$ cat src/rtl/dbgsel_pkg.sv
package dbgsel_pkg;

    localparam int unsigned DEF_WIN      = 8;
    localparam int unsigned DEF_SETUP    = 4;
    localparam int unsigned DEF_LANE_W   = 4;
    localparam int unsigned DEF_FULL_IN  = 2;
    localparam int unsigned DEF_FULL_OUT = 8;
    localparam int unsigned DEF_RED_IN   = 1;
    localparam int unsigned DEF_RED_OUT  = 2;

    typedef struct packed {
        logic en;
        logic full;
    } aux_sel_t;

    function automatic int unsigned pick_lanes(input logic en, input logic full,
                                               input int unsigned full_n,
                                               input int unsigned red_n);
        if (!en) return 0;
        return full ? full_n : red_n;
    endfunction

endpackage

$ cat src/rtl/dbgsel_edge.sv
module dbgsel_edge #(
    parameter bit RISING  = 1'b1,
    parameter bit RST_VAL = 1'b0
) (
    input  logic clk,
    input  logic rst,
    input  logic sig,
    output logic evt
);
    logic q;

    always_ff @(posedge clk) begin
        if (rst) q <= RST_VAL;
        else     q <= sig;
    end

    generate
        if (RISING) begin : g_rise
            assign evt = sig & ~q;
        end else begin : g_fall
            assign evt = q & ~sig;
        end
    endgenerate
endmodule

$ cat src/rtl/dbgsel_bdm_sampler.sv
module dbgsel_bdm_sampler #(
    parameter int unsigned WIN = dbgsel_pkg::DEF_WIN
) (
    input  logic clk,
    input  logic por_rst,
    input  logic sys_fall,
    input  logic dbg_clk_pin,
    input  logic dbg_din_pin,
    output logic bdm_en,
    output logic clk_mode,
    output logic take
);
    localparam int unsigned WW = $clog2(WIN + 1);
    localparam logic [WW-1:0] WMAX = WW'(WIN);

    logic [WW-1:0] win;

    assign take = sys_fall & dbg_clk_pin;

    always_ff @(posedge clk) begin
        if (por_rst) begin
            bdm_en   <= 1'b0;
            clk_mode <= 1'b0;
            win      <= WMAX;
        end else if (sys_fall) begin
            bdm_en   <= dbg_clk_pin;
            clk_mode <= dbg_clk_pin & dbg_din_pin;
            win      <= WW'(1);
        end else if (win != WMAX) begin
            win <= win + WW'(1);
            if (bdm_en) clk_mode <= dbg_din_pin;
        end
    end

    assert_win_sat_R10: assert property (@(posedge clk) disable iff (por_rst)
        win <= WMAX);
    assert_bdm_latch_R2: assert property (@(posedge clk) disable iff (por_rst)
        sys_fall |=> (bdm_en == $past(dbg_clk_pin)));
    assert_mode_frozen_R3: assert property (@(posedge clk) disable iff (por_rst)
        (win == WMAX && !sys_fall) |=> $stable(clk_mode));
    assert_mode_off_R3: assert property (@(posedge clk) disable iff (por_rst)
        !bdm_en |-> !clk_mode);
endmodule

$ cat src/rtl/dbgsel_aux_sampler.sv
module dbgsel_aux_sampler #(
    parameter int unsigned SETUP = dbgsel_pkg::DEF_SETUP
) (
    input  logic clk,
    input  logic por_rst,
    input  logic por_fall,
    input  logic en_rise,
    input  logic rst_en,
    input  logic evt_pin,
    input  logic width_pin,
    output logic go,
    output logic go_full
);
    localparam int unsigned CW = $clog2(SETUP + 1);
    localparam logic [CW-1:0] CMAX = CW'(SETUP);

    logic          armed;
    logic          width_q;
    logic [CW-1:0] cnt;
    logic          steady;

    assign steady  = !evt_pin && (width_pin == width_q);
    assign go      = armed && en_rise && (cnt == CMAX);
    assign go_full = width_pin;

    always_ff @(posedge clk) begin
        if (por_rst) begin
            armed   <= 1'b0;
            width_q <= 1'b0;
            cnt     <= '0;
        end else begin
            width_q <= width_pin;
            if (por_fall)     armed <= ~rst_en;
            else if (en_rise) armed <= 1'b0;
            if (!steady)           cnt <= '0;
            else if (cnt != CMAX)  cnt <= cnt + CW'(1);
        end
    end

    assert_setup_sat_R10: assert property (@(posedge clk) disable iff (por_rst)
        cnt <= CMAX);
    assert_go_evt_low_R5: assert property (@(posedge clk) disable iff (por_rst)
        go |-> !$past(evt_pin));
endmodule

$ cat src/rtl/dbg_mode_select.sv
module dbg_mode_select #(
    parameter int unsigned WIN      = dbgsel_pkg::DEF_WIN,
    parameter int unsigned SETUP    = dbgsel_pkg::DEF_SETUP,
    parameter int unsigned LANE_W   = dbgsel_pkg::DEF_LANE_W,
    parameter int unsigned FULL_IN  = dbgsel_pkg::DEF_FULL_IN,
    parameter int unsigned FULL_OUT = dbgsel_pkg::DEF_FULL_OUT,
    parameter int unsigned RED_IN   = dbgsel_pkg::DEF_RED_IN,
    parameter int unsigned RED_OUT  = dbgsel_pkg::DEF_RED_OUT
) (
    input  logic              clk,
    input  logic              por_rst,
    input  logic              sys_rst,
    input  logic              rst_en,
    input  logic              dbg_clk_pin,
    input  logic              dbg_din_pin,
    input  logic              evt_pin,
    input  logic              width_pin,
    output logic              bdm_en,
    output logic              bdm_clk_mode,
    output logic              aux_en,
    output logic              aux_full,
    output logic [LANE_W-1:0] aux_in_lanes,
    output logic [LANE_W-1:0] aux_out_lanes
);
    import dbgsel_pkg::*;

    logic     por_fall, sys_fall, en_rise;
    logic     take, go, go_full;
    aux_sel_t aux_q;

    dbgsel_edge #(.RISING(1'b0), .RST_VAL(1'b1)) u_por_edge (
        .clk(clk), .rst(1'b0), .sig(por_rst), .evt(por_fall));
    dbgsel_edge #(.RISING(1'b0), .RST_VAL(1'b0)) u_sys_edge (
        .clk(clk), .rst(por_rst), .sig(sys_rst), .evt(sys_fall));
    dbgsel_edge #(.RISING(1'b1), .RST_VAL(1'b1)) u_en_edge (
        .clk(clk), .rst(por_rst), .sig(rst_en), .evt(en_rise));

    dbgsel_bdm_sampler #(.WIN(WIN)) u_bdm (
        .clk(clk), .por_rst(por_rst), .sys_fall(sys_fall),
        .dbg_clk_pin(dbg_clk_pin), .dbg_din_pin(dbg_din_pin),
        .bdm_en(bdm_en), .clk_mode(bdm_clk_mode), .take(take));

    dbgsel_aux_sampler #(.SETUP(SETUP)) u_aux (
        .clk(clk), .por_rst(por_rst), .por_fall(por_fall), .en_rise(en_rise),
        .rst_en(rst_en), .evt_pin(evt_pin), .width_pin(width_pin),
        .go(go), .go_full(go_full));

    always_ff @(posedge clk) begin
        if (por_rst || take) begin
            aux_q         <= '0;
            aux_in_lanes  <= '0;
            aux_out_lanes <= '0;
        end else if (go && !bdm_en) begin
            aux_q.en      <= 1'b1;
            aux_q.full    <= go_full;
            aux_in_lanes  <= LANE_W'(pick_lanes(1'b1, go_full, FULL_IN, RED_IN));
            aux_out_lanes <= LANE_W'(pick_lanes(1'b1, go_full, FULL_OUT, RED_OUT));
        end
    end

    assign aux_en   = aux_q.en;
    assign aux_full = aux_q.full;

    assert_excl_R8: assert property (@(posedge clk) disable iff (por_rst)
        !(bdm_en && aux_en));
    assert_take_clears_R8: assert property (@(posedge clk) disable iff (por_rst)
        take |=> !aux_en);
    assert_lanes_off_R7: assert property (@(posedge clk) disable iff (por_rst)
        !aux_en |-> (aux_in_lanes == '0 && aux_out_lanes == '0 && !aux_full));
    assert_full_lanes_R7: assert property (@(posedge clk) disable iff (por_rst)
        (aux_en && aux_full) |-> (aux_out_lanes == LANE_W'(FULL_OUT)));
    assert_hold_R9: assert property (@(posedge clk) disable iff (por_rst)
        (!go && !take) |=> $stable(aux_en));
endmodule

$ cat config.mk
export PLATFORM = sky130hd
export DESIGN_NAME = dbg_mode_select
export DESIGN_NICKNAME = d
export VERILOG_FILES = /design/src/rtl/dbgsel_pkg.sv /design/src/rtl/dbgsel_edge.sv /design/src/rtl/dbgsel_bdm_sampler.sv /design/src/rtl/dbgsel_aux_sampler.sv /design/src/rtl/dbg_mode_select.sv
export SDC_FILE = /design/constraint.sdc
export NUM_CORES = 1
export LEC_CHECK = 0
export BUFFER_PORTS_ARGS = -buffer_cell sky130_fd_sc_hd__buf_2
export CORE_UTILIZATION = 55
export DETAILED_ROUTE_END_ITERATION = 6
export PLACE_DENSITY = 0.9
export REMOVE_ABC_BUFFERS = 1
export SLEW_MARGIN = 20
export SYNTH_ARGS = -nofsm -noshare
export SYNTH_HDL_FRONTEND = slang
export SYNTH_HIERARCHICAL = 1
export SYNTH_SLANG_ARGS = --single-unit
$ cat constraint.sdc
create_clock -name clk -period 3.85 [get_ports clk]
set_input_delay 0.5775 -clock clk [delete_from_list [all_inputs] [get_ports clk]]
set_output_delay 0.5775 -clock clk [all_outputs]
set_load 0.1 [all_outputs]
# Yosys cells after proc, flatten, opt, wreduce, memory -nomap -nowiden
# Index checks and enable logic that the tools add are counted.
# Widths: inputs -> output; s select.
# classes
n_addsub	2
eq_ne	4
mux	9
bitwise_logic	10
n_reduce_logical	13
# ops
cell	n
$mux 4	3
$reduce_bool 2->1	3
$and 1x1->1	5
$mux 1	5
$not 1->1	5
$add 4x1->4 const B	1
$logic_and 1x1->1	4
$ne 4x4->1 const B	1
$reduce_or 2->1	2
$add 3x1->3 const B	1
$eq 3x3->1 const B	1
$ne 3x3->1 const B	1
$logic_not 1->1	2
$mux 2	1
$reduce_and 2->1	1
$eq 1x1->1	1
$logic_or 1x1->1	1
# totals
register_bits	24
inputBits	8
output_inout_bits	12
word_cells	52

# Longest topological paths before layout
# logic_depth
ltp_word	5
ltp_mapped	6
mapped_depth_nobuf	6

# Modules after synthesis
# The synthesis kept the hierarchy.
# modules_own_cells
mod	n_inst	cells_each	area_per_inst_um2
dbgsel_bdm_sampler	1	31	297.8
dbgsel_aux_sampler	1	26	276.5
dbg_mode_select	1	18	175.2
dbgsel_edge (u_por_edge ...)	2	3	35.0
dbgsel_edge (u_en_edge)	1	3	32.5

# Worst setup path before layout
# No wires, ideal clock.
# synth_timing
path_type	reg2out
from	reg aux_full (netlist name)
to	out aux_in_lanes[1]
t_arrival_ns	1.391
required_ns	3.273
path_slack_ns	1.882
stages_incl_launch_ff	2
path_buffers	1
cell_sequence	dfxtp_1 buf_4
# synth_lines
element	line	text
end: declaration	dbg_mode_select.sv:22	output logic [LANE_W-1:0] aux_in_lanes,

# Worst setup path in the final report
# layout_timing
from	reg u_bdm.bdm_en
to	out bdm_en
# layout_lines
element	line	text
start: declaration	dbgsel_bdm_sampler.sv:9	output logic bdm_en,
start signal: assignment	dbgsel_bdm_sampler.sv:26	bdm_en <= dbg_clk_pin;
end: declaration	dbg_mode_select.sv:18	output logic bdm_en,
# No word-level cell between the ends.

==> impl_metrics.env <==
export IMPL_drt_pass1_iter_count=4
export IMPL_die_x_microns=41.4
export IMPL_rsz0062_at_grt="no"
export IMPL_fmax_mhz=570
export IMPL_power_density_nw_per_um2=438
export IMPL_wire_per_inst_microns=11.2
export IMPL_setup_violations=0
export IMPL_vias=575
export IMPL_cp_num_buf_inv=1
export IMPL_hold_violations=0
export IMPL_drt_iter0_markers=5
export IMPL_worst_path_dominant_cell_family="buffers and inverters"
export IMPL_grt_pass1_wl_microns=1900
export IMPL_synth_cell_types=32
export IMPL_postCtsSetupBuffers=0
export IMPL_grt_pass1_vias=492
export IMPL_ys_seq_elements=17
export IMPL_cpMaxStageDelayCell="buf_2"
export IMPL_ctsHoldBuffers=0
export IMPL_ys_warn_count=6
export IMPL_tns_ns=0
export IMPL_grt_max_degree=17
export IMPL_grt_ovfl_total=0
export IMPL_cts_resized=0
export IMPL_drive_above_1_share=0.323
export IMPL_hp_class="in2reg"
export IMPL_dieArea_sq_um=1710
export IMPL_worstSetupPathType="reg2out"
export IMPL_drc=0
export IMPL_area_delta_synth_final_pct=8.81
export IMPL_numCtsBuffers=3
export IMPL_cts_buffer_depth=2
export IMPL_cts_root_buf="clkbuf_4"
export IMPL_synth_cells=84
export IMPL_coreArea_sq_um=1370
export IMPL_end_kind="output port"
export IMPL_max_stage_delay_ns=0.47
export IMPL_outcome="finished clean"
export IMPL_pin_count=20
export IMPL_insertion_delay_ns=0.28
export IMPL_io_buffers=15
export IMPL_cts_max_level=1
export IMPL_cts_sinks=17
export IMPL_arrival_ns=1.18
export IMPL_routabilityCongestion=0.715
export IMPL_antenna_found_initial=0
export IMPL_avgSynthCellArea_sq_um=10.1
export IMPL_ys_seq_area_frac=0.399
export IMPL_grt_use_total=0.173
export IMPL_totalWireLength_microns=1280
export IMPL_layout_min_cycle_time_ns=1.76
export IMPL_place_inst=110
export IMPL_layout_nets=112
export IMPL_path_cells="buf_2"
export IMPL_cap_violations=0
export IMPL_power_leakage_nw=0.410
export IMPL_required_ns=3.27
export IMPL_cts_clk_slew_worst_paths_ns=0.09
export IMPL_synth_area_sq_um=852
export IMPL_hpwl_microns=1020
export IMPL_cts_tree="done"
export IMPL_n_antenna_cell=0
export IMPL_vdd_drop_max_mv=0.238
export IMPL_start_util=0.624
export IMPL_cp_start_kind="register"
export IMPL_skew_ns=0.00177
export IMPL_row_count=13
export IMPL_drtAntennaViolNets=0
export IMPL_post_route_period_util=0.456
export IMPL_critPathMaxFanout=4
export IMPL_maxSlewViolCount=0
export IMPL_stdcell_count=114
export IMPL_via_per_inst=5.04
export IMPL_die_h_microns=41.4
[worst paths after layout]
kind / startpoint / to / slack [ns] / depth (start not counted)
hold / removal: rst_en / u_en_edge/q$_SDFF_PP1_ / 0.49 / 2
hold reg to reg: aux_en$_SDFFE_PP0P_ / aux_en$_SDFFE_PP0P_ / 0.52 / 2
setup reg to reg: u_aux/cnt[0]$_SDFFE_PP0P_ / aux_out_lanes[1]$_SDFFE_PP0P_ / 2.29 / 6
setup / recovery: u_bdm/bdm_en$_SDFFE_PP0P_ / bdm_en / 2.09 / 1
[synth_stat cells]
master	count	area share
or2_1	2	0.015
nor2_1	5	0.022
buf_4	8	0.070
mux2i_1	3	0.035
nand3_1	3	0.018
nor4b_2	1	0.018
nor2b_4	1	0.016
and2_1	1	0.0073
nor2b_2	1	0.010
xor2_1	3	0.031
nand3b_4	1	0.023
conb_1	1	0.0044
dfxtp_1	17	0.40
xnor2_1	1	0.010
a21bo_1	1	0.012
a21o_2	1	0.010
inv_1	6	0.026
and2b_2	1	0.010
o211ai_1	2	0.018
nor2_2	1	0.0073
nand2b_1	1	0.0073
o21ai_0	2	0.012
or3b_2	1	0.010
a2111oi_2	3	0.053
nor2b_1	3	0.022
nand2_1	1	0.0044
ha_1	4	0.059
nor3_1	4	0.023
a21oi_2	1	0.010
and4_2	1	0.012
and3b_2	1	0.012
a21oi_1	2	0.012
[layout by cell type, fill, tap and decap left out]
| master | count |
|---|---|
| a2111oi_2 | 3 |
| a21bo_1 | 1 |
| a21o_2 | 1 |
| a21oi_1 | 2 |
| a21oi_2 | 1 |
| and2_1 | 1 |
| and2b_2 | 1 |
| and3b_2 | 1 |
| and4_2 | 1 |
| buf_2 | 15 |
| clkbuf_1 | 1 |
| clkbuf_4 | 3 |
| conb_1 | 5 |
| dfxtp_1 | 17 |
| ha_1 | 4 |
| inv_1 | 6 |
| mux2i_1 | 3 |
| nand2_1 | 1 |
| nand2b_1 | 1 |
| nand3_1 | 3 |
| nand3b_4 | 1 |
| nor2_1 | 5 |
| nor2_2 | 1 |
| nor2b_1 | 3 |
| nor2b_2 | 1 |
| nor2b_4 | 1 |
| nor3_1 | 4 |
| nor4b_2 | 1 |
| o211ai_1 | 2 |
| o21ai_0 | 2 |
| or2_1 | 2 |
| or3b_2 | 1 |
| xnor2_1 | 1 |
| xor2_1 | 3 |
[routing by layer]
layer  part of all wire  global-route usage
met5                  0                   0
met4             0.0078              0.0968
met3              0.022              0.0319
met2               0.48               0.324
met1               0.49               0.179
[cell type report]
cell class	instances	area, sq um
clock buffer	4	26.3
fill	121	439
inverter	6	22.5
multi-input combinational	57	444
sequential	17	340
tap	15	18.8
timing repair buffer	15	75.1
[through the flow]
| step | cell area [sq um] | worst slack (ns) | utilization | total power [W] | hold WS (ns) |
|---|---|---|---|---|---|
| 2_1_floorplan | 807 | 1.06 | - | 0.000298 | 0.499 |
| 6_report | 927 | 2.09 | 0.679 | 0.000406 | 0.494 |
| 3_3_place_gp | 901 | 2.11 | 0.659 | 0.000315 | 0.486 |
| 4_1_cts | 927 | 2.08 | 0.679 | 0.000411 | 0.486 |
| 5_1_grt | 927 | 2.05 | 0.679 | 0.000425 | 0.489 |
| 3_5_place_dp | 901 | 2.07 | 0.659 | 0.000320 | 0.504 |
[state kept, by name (all words and copies together) (netlist names)]
signal / cells
aux_en: 1
aux_full: 1
aux_out_lanes: 1
u_aux/armed: 1
u_aux/cnt: 3
u_aux/width_q: 1
u_bdm/bdm_en: 1
u_bdm/clk_mode: 1
u_bdm/win: 4
u_en_edge/q: 1
u_por_edge/q: 1
u_sys_edge/q: 1
[kinds of logic after synthesis]
| group | Yosys count | synth area share |
|---|---|---|
| AND/OR/NAND/NOR | 29 | 0.238 |
| flip-flops | 17 | 0.399 |
| buffers and inverters | 14 | 0.0969 |
| AO/OA/AOI/OAI | 12 | 0.126 |
| adder cells (fa/ha/maj) | 4 | 0.0587 |
| XOR/XNOR | 4 | 0.0411 |
| multiplexers | 3 | 0.0352 |
| other | 1 | 0.00440 |
[power by group]
part	switching, W	internal, W	total [W]	leakage (nW)
combinational	0.0000700	0.0000424	0.000112	0.256
sequential	0.0000131	0.000190	0.000203	0.139
clock	0.0000500	0.0000401	0.0000902	0.0150
Power figures use the tool's default switching activity.
